File: config.mk
export PLATFORM = sky130hd
export DESIGN_NAME = pairpin_axi_slice
export DESIGN_NICKNAME = d
export VERILOG_FILES = /design/src/rtl/pairpin_pkg.sv /design/src/rtl/pairpin_ctrl.sv /design/src/rtl/pairpin_rx_path.sv /design/src/rtl/pairpin_tx_path.sv /design/src/rtl/pairpin_axi_slice.sv
export SDC_FILE = /design/constraint.sdc
export NUM_CORES = 1
export LEC_CHECK = 0
export CAP_MARGIN = 0
export CORE_AREA = 2 2 194 196
export CTS_CLUSTER_DIAMETER = 150
export DETAILED_ROUTE_END_ITERATION = 7
export DIE_AREA = 0 0 196 198
export HOLD_SLACK_MARGIN = 0.05
export PLACE_DENSITY = 0.8
export SLEW_MARGIN = 15
export SYNTH_ARGS = -nofsm -noshare
export SYNTH_HDL_FRONTEND = slang
export SYNTH_SLANG_ARGS = --single-unit
File: constraint.sdc
create_clock -name clk -period 1.75 [get_ports clk]
set_input_delay 0.35 -clock clk [delete_from_list [all_inputs] [get_ports clk]]
set_output_delay 0.35 -clock clk [all_outputs]
set_load 0.1 [all_outputs]
File: src/rtl/pairpin_pkg.sv
package pairpin_pkg;

  localparam int DATA_W  = 64;
  localparam int ADDR_W  = 32;
  localparam int ID_W    = 15;
  localparam int LEN_W   = 4;
  localparam int CACHE_W = 4;
  localparam int STRB_W  = DATA_W / 8;

  localparam int DATA_PAIRS = DATA_W / 2;
  localparam int ADDR_PAIRS = ADDR_W / 2;
  localparam int ID_PAIRS   = (ID_W - 1) / 2;

  localparam int ADDR_PINS = ADDR_PAIRS + ID_PAIRS + 1 + LEN_W / 2 + 3 + CACHE_W / 2 + 1;
  localparam int WR_PINS   = DATA_PAIRS + ID_PAIRS + 1 + STRB_W / 2;
  localparam int RD_PINS   = DATA_PAIRS + ID_PAIRS + 2;
  localparam int RESP_PINS = ID_PAIRS + 2;

  typedef struct packed {
    logic [ADDR_W-1:0]  addr;
    logic [ID_W-1:0]    id;
    logic [LEN_W-1:0]   len;
    logic [1:0]         size;
    logic [1:0]         burst;
    logic [1:0]         lock;
    logic [CACHE_W-1:0] cache;
    logic [2:0]         prot;
  } addrBeatT;

  typedef struct packed {
    logic [DATA_W-1:0] data;
    logic [ID_W-1:0]   id;
    logic [STRB_W-1:0] strb;
    logic              last;
  } wrBeatT;

  typedef struct packed {
    logic [DATA_W-1:0] data;
    logic [ID_W-1:0]   id;
    logic [1:0]        resp;
    logic              last;
  } rdBeatT;

  typedef struct packed {
    logic [ID_W-1:0] id;
    logic [1:0]      resp;
  } respBeatT;

  localparam int ADDR_BEAT_W = $bits(addrBeatT);
  localparam int WR_BEAT_W   = $bits(wrBeatT);
  localparam int RD_BEAT_W   = $bits(rdBeatT);
  localparam int RESP_BEAT_W = $bits(respBeatT);

  // strobes from a channel's handshake control to its datapath
  typedef struct packed {
    logic load;
  } sliceStrobeT;

  // phase vectors: [PINS-1:0] = first phase (clock high), upper half = second phase
  function automatic addrBeatT joinAddr(logic [2*ADDR_PINS-1:0] v);
    addrBeatT b;
    logic [ADDR_PINS-1:0] f, s;
    int p;
    b = '0;
    f = v[ADDR_PINS-1:0];
    s = v[2*ADDR_PINS-1:ADDR_PINS];
    p = 0;
    for (int k = 0; k < ADDR_PAIRS; k++) begin
      b.addr[k] = f[p]; b.addr[k+ADDR_PAIRS] = s[p]; p++;
    end
    for (int j = 0; j < ID_PAIRS; j++) begin
      b.id[2*j] = f[p]; b.id[2*j+1] = s[p]; p++;
    end
    b.id[ID_W-1] = f[p]; b.prot[2] = s[p]; p++;
    for (int j = 0; j < LEN_W / 2; j++) begin
      b.len[j] = f[p]; b.len[j+LEN_W/2] = s[p]; p++;
    end
    b.size[0]  = f[p]; b.size[1]  = s[p]; p++;
    b.burst[0] = f[p]; b.burst[1] = s[p]; p++;
    b.lock[0]  = f[p]; b.lock[1]  = s[p]; p++;
    for (int j = 0; j < CACHE_W / 2; j++) begin
      b.cache[j] = f[p]; b.cache[j+CACHE_W/2] = s[p]; p++;
    end
    b.prot[0] = f[p]; b.prot[1] = s[p];
    return b;
  endfunction

  function automatic wrBeatT joinWr(logic [2*WR_PINS-1:0] v);
    wrBeatT b;
    logic [WR_PINS-1:0] f, s;
    int p;
    b = '0;
    f = v[WR_PINS-1:0];
    s = v[2*WR_PINS-1:WR_PINS];
    p = 0;
    for (int k = 0; k < DATA_PAIRS; k++) begin
      b.data[k] = f[p]; b.data[k+DATA_PAIRS] = s[p]; p++;
    end
    for (int j = 0; j < ID_PAIRS; j++) begin
      b.id[2*j] = f[p]; b.id[2*j+1] = s[p]; p++;
    end
    b.id[ID_W-1] = f[p]; b.last = s[p]; p++;
    for (int j = 0; j < STRB_W / 2; j++) begin
      b.strb[j] = f[p]; b.strb[j+STRB_W/2] = s[p]; p++;
    end
    return b;
  endfunction

  function automatic logic [2*RD_PINS-1:0] splitRd(rdBeatT b);
    logic [RD_PINS-1:0] f, s;
    int p;
    p = 0;
    for (int k = 0; k < DATA_PAIRS; k++) begin
      f[p] = b.data[k]; s[p] = b.data[k+DATA_PAIRS]; p++;
    end
    for (int j = 0; j < ID_PAIRS; j++) begin
      f[p] = b.id[2*j]; s[p] = b.id[2*j+1]; p++;
    end
    f[p] = b.id[ID_W-1]; s[p] = b.last; p++;
    f[p] = b.resp[0];    s[p] = b.resp[1];
    return {s, f};
  endfunction

  function automatic logic [2*RESP_PINS-1:0] splitResp(respBeatT b);
    logic [RESP_PINS-1:0] f, s;
    int p;
    p = 0;
    for (int j = 0; j < ID_PAIRS; j++) begin
      f[p] = b.id[2*j]; s[p] = b.id[2*j+1]; p++;
    end
    f[p] = b.id[ID_W-1]; s[p] = 1'b0; p++;
    f[p] = b.resp[0];    s[p] = b.resp[1];
    return {s, f};
  endfunction

endpackage

File: src/rtl/pairpin_ctrl.sv
module pairpin_ctrl
  import pairpin_pkg::*;
(
  input  logic        clk,
  input  logic        rstN,
  input  logic        upValid,
  output logic        upReady,
  output logic        dnValid,
  input  logic        dnReady,
  output sliceStrobeT strobe
);

  assign upReady     = !dnValid || dnReady;
  assign strobe.load = upValid && upReady;

  always_ff @(posedge clk or negedge rstN) begin
    if (!rstN)        dnValid <= 1'b0;
    else if (upReady) dnValid <= upValid;
  end


  stall_hold_chk: assert property (@(posedge clk) disable iff (!rstN)
    dnValid && !dnReady |=> dnValid);


  one_cycle_chk: assert property (@(posedge clk) disable iff (!rstN)
    upValid && upReady |=> dnValid);


  drain_chk: assert property (@(posedge clk) disable iff (!rstN)
    !upValid && dnReady |=> !dnValid);

endmodule

File: src/rtl/pairpin_rx_path.sv
module pairpin_rx_path
  import pairpin_pkg::*;
#(
  parameter int PINS = 8
) (
  input  logic              clk,
  input  logic              rstN,
  input  logic [PINS-1:0]   pinsIn,
  input  sliceStrobeT       strobe,
  output logic [2*PINS-1:0] phasesOut
);

  logic [PINS-1:0] firstCapt;

  // first phase is valid while the clock is high: take it on the falling edge
  always_ff @(negedge clk or negedge rstN) begin
    if (!rstN) firstCapt <= '0;
    else       firstCapt <= pinsIn;
  end

  // second phase sits on the pins at the rising edge; both halves load together
  always_ff @(posedge clk or negedge rstN) begin
    if (!rstN)            phasesOut <= '0;
    else if (strobe.load) phasesOut <= {pinsIn, firstCapt};
  end

endmodule

File: src/rtl/pairpin_tx_path.sv
module pairpin_tx_path
  import pairpin_pkg::*;
#(
  parameter int PINS = 8
) (
  input  logic              clk,
  input  logic              rstN,
  input  logic [2*PINS-1:0] phasesIn,
  input  sliceStrobeT       strobe,
  output logic [PINS-1:0]   pinsOut
);

  logic [2*PINS-1:0] hold;

  always_ff @(posedge clk or negedge rstN) begin
    if (!rstN)            hold <= '0;
    else if (strobe.load) hold <= phasesIn;
  end

  // first half while the clock is high, second half while it is low
  assign pinsOut = clk ? hold[PINS-1:0] : hold[2*PINS-1:PINS];

endmodule

File: src/rtl/pairpin_axi_slice.sv
module pairpin_axi_slice
  import pairpin_pkg::*;
(
  input  logic                   clk,
  input  logic                   rstN,
  input  logic [ADDR_PINS-1:0]   awPins,
  input  logic                   awValid,
  output logic                   awReady,
  output logic [ADDR_BEAT_W-1:0] awOutBeat,
  output logic                   awOutValid,
  input  logic                   awOutReady,
  input  logic [WR_PINS-1:0]     wPins,
  input  logic                   wValid,
  output logic                   wReady,
  output logic [WR_BEAT_W-1:0]   wOutBeat,
  output logic                   wOutValid,
  input  logic                   wOutReady,
  input  logic [ADDR_PINS-1:0]   arPins,
  input  logic                   arValid,
  output logic                   arReady,
  output logic [ADDR_BEAT_W-1:0] arOutBeat,
  output logic                   arOutValid,
  input  logic                   arOutReady,
  input  logic [RD_BEAT_W-1:0]   rInBeat,
  input  logic                   rInValid,
  output logic                   rInReady,
  output logic [RD_PINS-1:0]     rPins,
  output logic                   rValid,
  input  logic                   rReady,
  input  logic [RESP_BEAT_W-1:0] bInBeat,
  input  logic                   bInValid,
  output logic                   bInReady,
  output logic [RESP_PINS-1:0]   bPins,
  output logic                   bValid,
  input  logic                   bReady
);

  sliceStrobeT awStb, wStb, arStb, rStb, bStb;
  logic [2*ADDR_PINS-1:0] awPhases, arPhases;
  logic [2*WR_PINS-1:0]   wPhases;
  logic [2*RD_PINS-1:0]   rPhases;
  logic [2*RESP_PINS-1:0] bPhases;

  // write address
  pairpin_ctrl awCtrl (.clk(clk), .rstN(rstN), .upValid(awValid), .upReady(awReady),
                       .dnValid(awOutValid), .dnReady(awOutReady), .strobe(awStb));
  pairpin_rx_path #(.PINS(ADDR_PINS)) awPath (.clk(clk), .rstN(rstN), .pinsIn(awPins),
                       .strobe(awStb), .phasesOut(awPhases));
  assign awOutBeat = joinAddr(awPhases);

  // write data
  pairpin_ctrl wCtrl (.clk(clk), .rstN(rstN), .upValid(wValid), .upReady(wReady),
                      .dnValid(wOutValid), .dnReady(wOutReady), .strobe(wStb));
  pairpin_rx_path #(.PINS(WR_PINS)) wPath (.clk(clk), .rstN(rstN), .pinsIn(wPins),
                      .strobe(wStb), .phasesOut(wPhases));
  assign wOutBeat = joinWr(wPhases);

  // read address
  pairpin_ctrl arCtrl (.clk(clk), .rstN(rstN), .upValid(arValid), .upReady(arReady),
                       .dnValid(arOutValid), .dnReady(arOutReady), .strobe(arStb));
  pairpin_rx_path #(.PINS(ADDR_PINS)) arPath (.clk(clk), .rstN(rstN), .pinsIn(arPins),
                       .strobe(arStb), .phasesOut(arPhases));
  assign arOutBeat = joinAddr(arPhases);

  // read data
  assign rPhases = splitRd(rInBeat);
  pairpin_ctrl rCtrl (.clk(clk), .rstN(rstN), .upValid(rInValid), .upReady(rInReady),
                      .dnValid(rValid), .dnReady(rReady), .strobe(rStb));
  pairpin_tx_path #(.PINS(RD_PINS)) rPath (.clk(clk), .rstN(rstN), .phasesIn(rPhases),
                      .strobe(rStb), .pinsOut(rPins));

  // write response
  assign bPhases = splitResp(bInBeat);
  pairpin_ctrl bCtrl (.clk(clk), .rstN(rstN), .upValid(bInValid), .upReady(bInReady),
                      .dnValid(bValid), .dnReady(bReady), .strobe(bStb));
  pairpin_tx_path #(.PINS(RESP_PINS)) bPath (.clk(clk), .rstN(rstN), .phasesIn(bPhases),
                      .strobe(bStb), .pinsOut(bPins));


  aw_payload_hold_chk: assert property (@(posedge clk) disable iff (!rstN)
    awOutValid && !awOutReady |=> $stable(awOutBeat));


  w_payload_hold_chk: assert property (@(posedge clk) disable iff (!rstN)
    wOutValid && !wOutReady |=> $stable(wOutBeat));


  ar_payload_hold_chk: assert property (@(posedge clk) disable iff (!rstN)
    arOutValid && !arOutReady |=> $stable(arOutBeat));

endmodule

After elaboration in Yosys (flattened, before gate mapping)
Cells that the tools add are included.

word-level totals
  flip-flop bits (word level) = 428
  memory bits (read-only) = 0
  memories = 0
  output and inout port bits = 276
  bits in latches = 0
  word-level logic and storage cells = 30
  RAM bits = 0

operators by class
  shift-type cells = 0
  multiply operators = 0
  reduce and logical (&&, ||, !) cells = 15
  $add $sub $neg = 0
  div/mod/pow operators = 0
  equal/unequal tests = 0
  multiplexer cells = 2
  bitwise logic cells = 0
  $lt $le $gt $ge = 0

operator list
  kind               count
  41-bit 2-to-1 mux  1
  9-bit 2-to-1 mux   1
  1-bit logical AND  5
  1-bit zero test    5
  1-bit logical OR   5

Logic depth before layout (Yosys ltp)
  depth after elaboration = 3
  gate-level depth with buffers = 5

Modules after synthesis
Synthesis repeated with hierarchy kept, for this count alone.

unflattened totals
  cell total of the unflattened synthesis = 852
  area total of the unflattened synthesis = 16469.5 um^2

modules (own cells, without submodules)
  module                        sequential area each (um^2)  times used  area each (um^2)  cells an instance
  pairpin_rx_path (arPath ...)  2402.3                       2           3479.6            167
  pairpin_rx_path (wPath)       3303.2                       1           4444.3            230
  pairpin_tx_path (rPath)       2052.0                       1           3965.1            219
  pairpin_tx_path (bPath)       450.4                        1           828.3             48
  pairpin_ctrl                  25.0                         5           53.8              4
  pairpin_axi_slice             0.0                          1           3.8               1

==> results.md <==
* Status: finished with violations
* Failing checks: negative setup slack
* Drt first pass iters at 4
* P_leak at 11.7 nW
* Fin. Hold Viols at 0
* Synth Cell Area at 15,300 sq um
* Synthesized flop and latch total at 428
* Maximum VDD drop at 1210 uV
* Area of the multi-input gates at 4520 sq um
* WL final at 44,100 um
* Seq/Total Area, Yosys at 69.8%
* Core area at 37,000 sq um
* Fin nets at 1,662
* Die W at 196 um
* Relative slew slack at 67.0%
* Clock power frac at 49.5%
* Synth Instances at 844
* Effective utilization at floorplan at 41.5%
* Vias in the first global route at 11,628
* Most frequent cells in the layout: dfrtp_1 (313), mux2_2 (295), buf_12 (295)
* Die area at 38,800 sq um
* Total GRT Usage at 23.0%
* Sequential Area at 10,700 sq um
* Fillers at 2,078
* CP max FO at 8
* Syn Nets at 1,063
* DP Cell Count at 1,845
* Total number of vias at 9,643
* Max Cap Viol at 0
* Internal at 27.2 mW
* Crit path buf inv count at 4
* Die height at 198 um
* # rows at 71
* Seq pwr share at 25.9%
* Post-Layout Cell Count at 1,958
* DRT iter0 DRCs at 331
* Worst EP arrival at 1.87 ns
* Ys Warns at 0
* WHS at 0.124 ns
* Vias/cell at 4.92
* Worst Clk Skew at 0.0237 ns
* # setup viols final at 57
* GP Congestion at 0.756
* Final setup margin at -0.465 ns
* Worst-Margin Slew at 0.495 ns
* Worst setup SP type: clock port
* Clk_lat worst skew at 0.68 ns
* Dpl hpwl at 29,600 um
* WP data required at 1.40 ns
* DRT antenna net count at 0
* Final slew viol count at 0
* CP most frequent cell: clkbuf_16
* Crit path cell chain: clkbuf_16 > clkbuf_16 > clkbuf_16 > mux2_4 > buf_12
* RSZ-0062 raised after global routing: yes
* Share of cells above drive strength 1 at 55.1%
* Worst stage delay on the critical path at 0.33 ns
* Design area at 26,300 sq um
* I/O Pins at 495
* Avg Inst Size Synth at 18.2 sq um
* Pwr Density at 1800 nW/um^2
* CP max stage cell: mux2_4
* Commonest non-fill, non-tap cell in the layout: dfrtp_1
* CTS tree: done
* Worst setup EP type: primary output
* Worst Hold Class: primary input to asynchronous set/reset pin
* Placed instance area at 23,800 sq um
* DR WL/cell at 22.5 um
* Clock slew seen by the registers of the worst setup and hold paths at 0.06 ns
* IO buf count at 494
* Sw Share at 42.3%
* Largest net degree at the start of global routing at 91
* Initial antenna violation count at 1
* Combinational Power Share at 24.6%
* Area delta synth->final at 71.3%
* Post-synthesis cell type count at 13
* P_sw at 20.0 mW
* Global-route wire length before repair at 66,800 um
* Setup CP Type: clock port to primary output
* DRC errors left at 0
* Cell family with the largest share of critical-path delay: buffers and inverters
* Congestion Overflow GR at 0
[state kept, by name, summed over array words and instances, names as in the netlist, 17 cells and up]
name              flops
arPath.firstCapt     32
arPath.phasesOut     64
awPath.firstCapt     32
awPath.phasesOut     64
bPath.hold           17
rPath.hold           82
wPath.firstCapt      44
wPath.phasesOut      88
[stage by stage]
| step | setup TNS, ns | setup WS (ns) | util (%) | power, mW |
|---|---|---|---|---|
| final | -21.86 | -0.465 | 71.1 | 47.2 |
| after global routing | -22.96 | -0.485 | 71.1 | 48.6 |
| after CTS | -22.65 | -0.479 | 71.1 | 47.6 |
| after detailed placement | -46.69 | -0.755 | 64.4 | 32.7 |
| after global placement | -44.88 | -0.755 | 64.4 | 32.5 |
| after floorplan | -9.73 | -0.196 | - | 27.3 |
[path summary, 6_finish.rpt]
check	start	end	slack, ns	depth (start not counted)
worst max-delay path	clk	rPins[7]	-0.47	5
worst min register to register	bPath.hold[6]	bPath.hold[6]	0.50	1
worst max register to register	arPath.firstCapt[0]	arPath.phasesOut[0]	0.10	1
max in group asynchronous	rstN	awPath.firstCapt[1]	0.29	3
worst min-delay path	rstN	awPath.phasesOut[17]	0.12	2
min in group clk	rInBeat[70]	rPath.hold[61]	0.29	2
[area by class of cell]
cell class / instances / area share [%]
sequential: 428 / 40.8
timing repair buffer: 521 / 28.7
multi-input combinational: 380 / 17.2
clock buffer: 142 / 10.5
tap: 474 / 2.26
clock inverter: 11 / 0.495
antenna: 2 / 0.0190
[per-layer routing]
metal	up-vias	wire, um	global-route usage, %
met5	-	0	0
met2	464	22600	37.9
met3	160	4040	10.3
met1	4858	14800	23.0
met4	0	2600	17.1
li1	4161	-	-
[power groups by stage]
stage | clock (mW) | sequential [mW] | combinational (mW)
finish | 23.4 | 12.2 | 11.6
global route | 24.3 | 12.4 | 11.9
CTS | 23.7 | 12.2 | 11.7
detailed placement | 8.73 | 12.4 | 11.6
global placement | 8.73 | 12.3 | 11.5
floorplan | 8.51 | 17.3 | 1.45
[cells in the mapped netlist (all sizes together)]
master / count / area (sq um)
dfrtp: 320 / 8010
mux2: 364 / 4170
dfrtn: 108 / 2700
and2: 1 / 6.26
nand2b: 10 / 95.1
buf: 35 / 322
clkbuf: 1 / 3.75
nand2: 5 / 31.3
[repair_timing]
action,in CTS,in global routing
buffers inserted,9,3
endpoints found under the hold margin,175,0
hold buffers,1,0
endpoints found under the setup margin,58,59
gates resized for setup,454,0
cloned,0,0
[cells by family (layout without fill, tap and decap cells)]
| kind of cell | Yosys count | after routing | share of synthesized area [%] |
|---|---|---|---|
| buffers and inverters | 36 | 674 | 2.12 |
| flip-flops | 428 | 428 | 69.8 |
| multiplexers | 364 | 364 | 27.2 |
| other | 0 | 2 | 0 |
| AND/OR/NAND/NOR | 16 | 16 | 0.864 |
No activity file was read; power rests on OpenSTA's default activity.
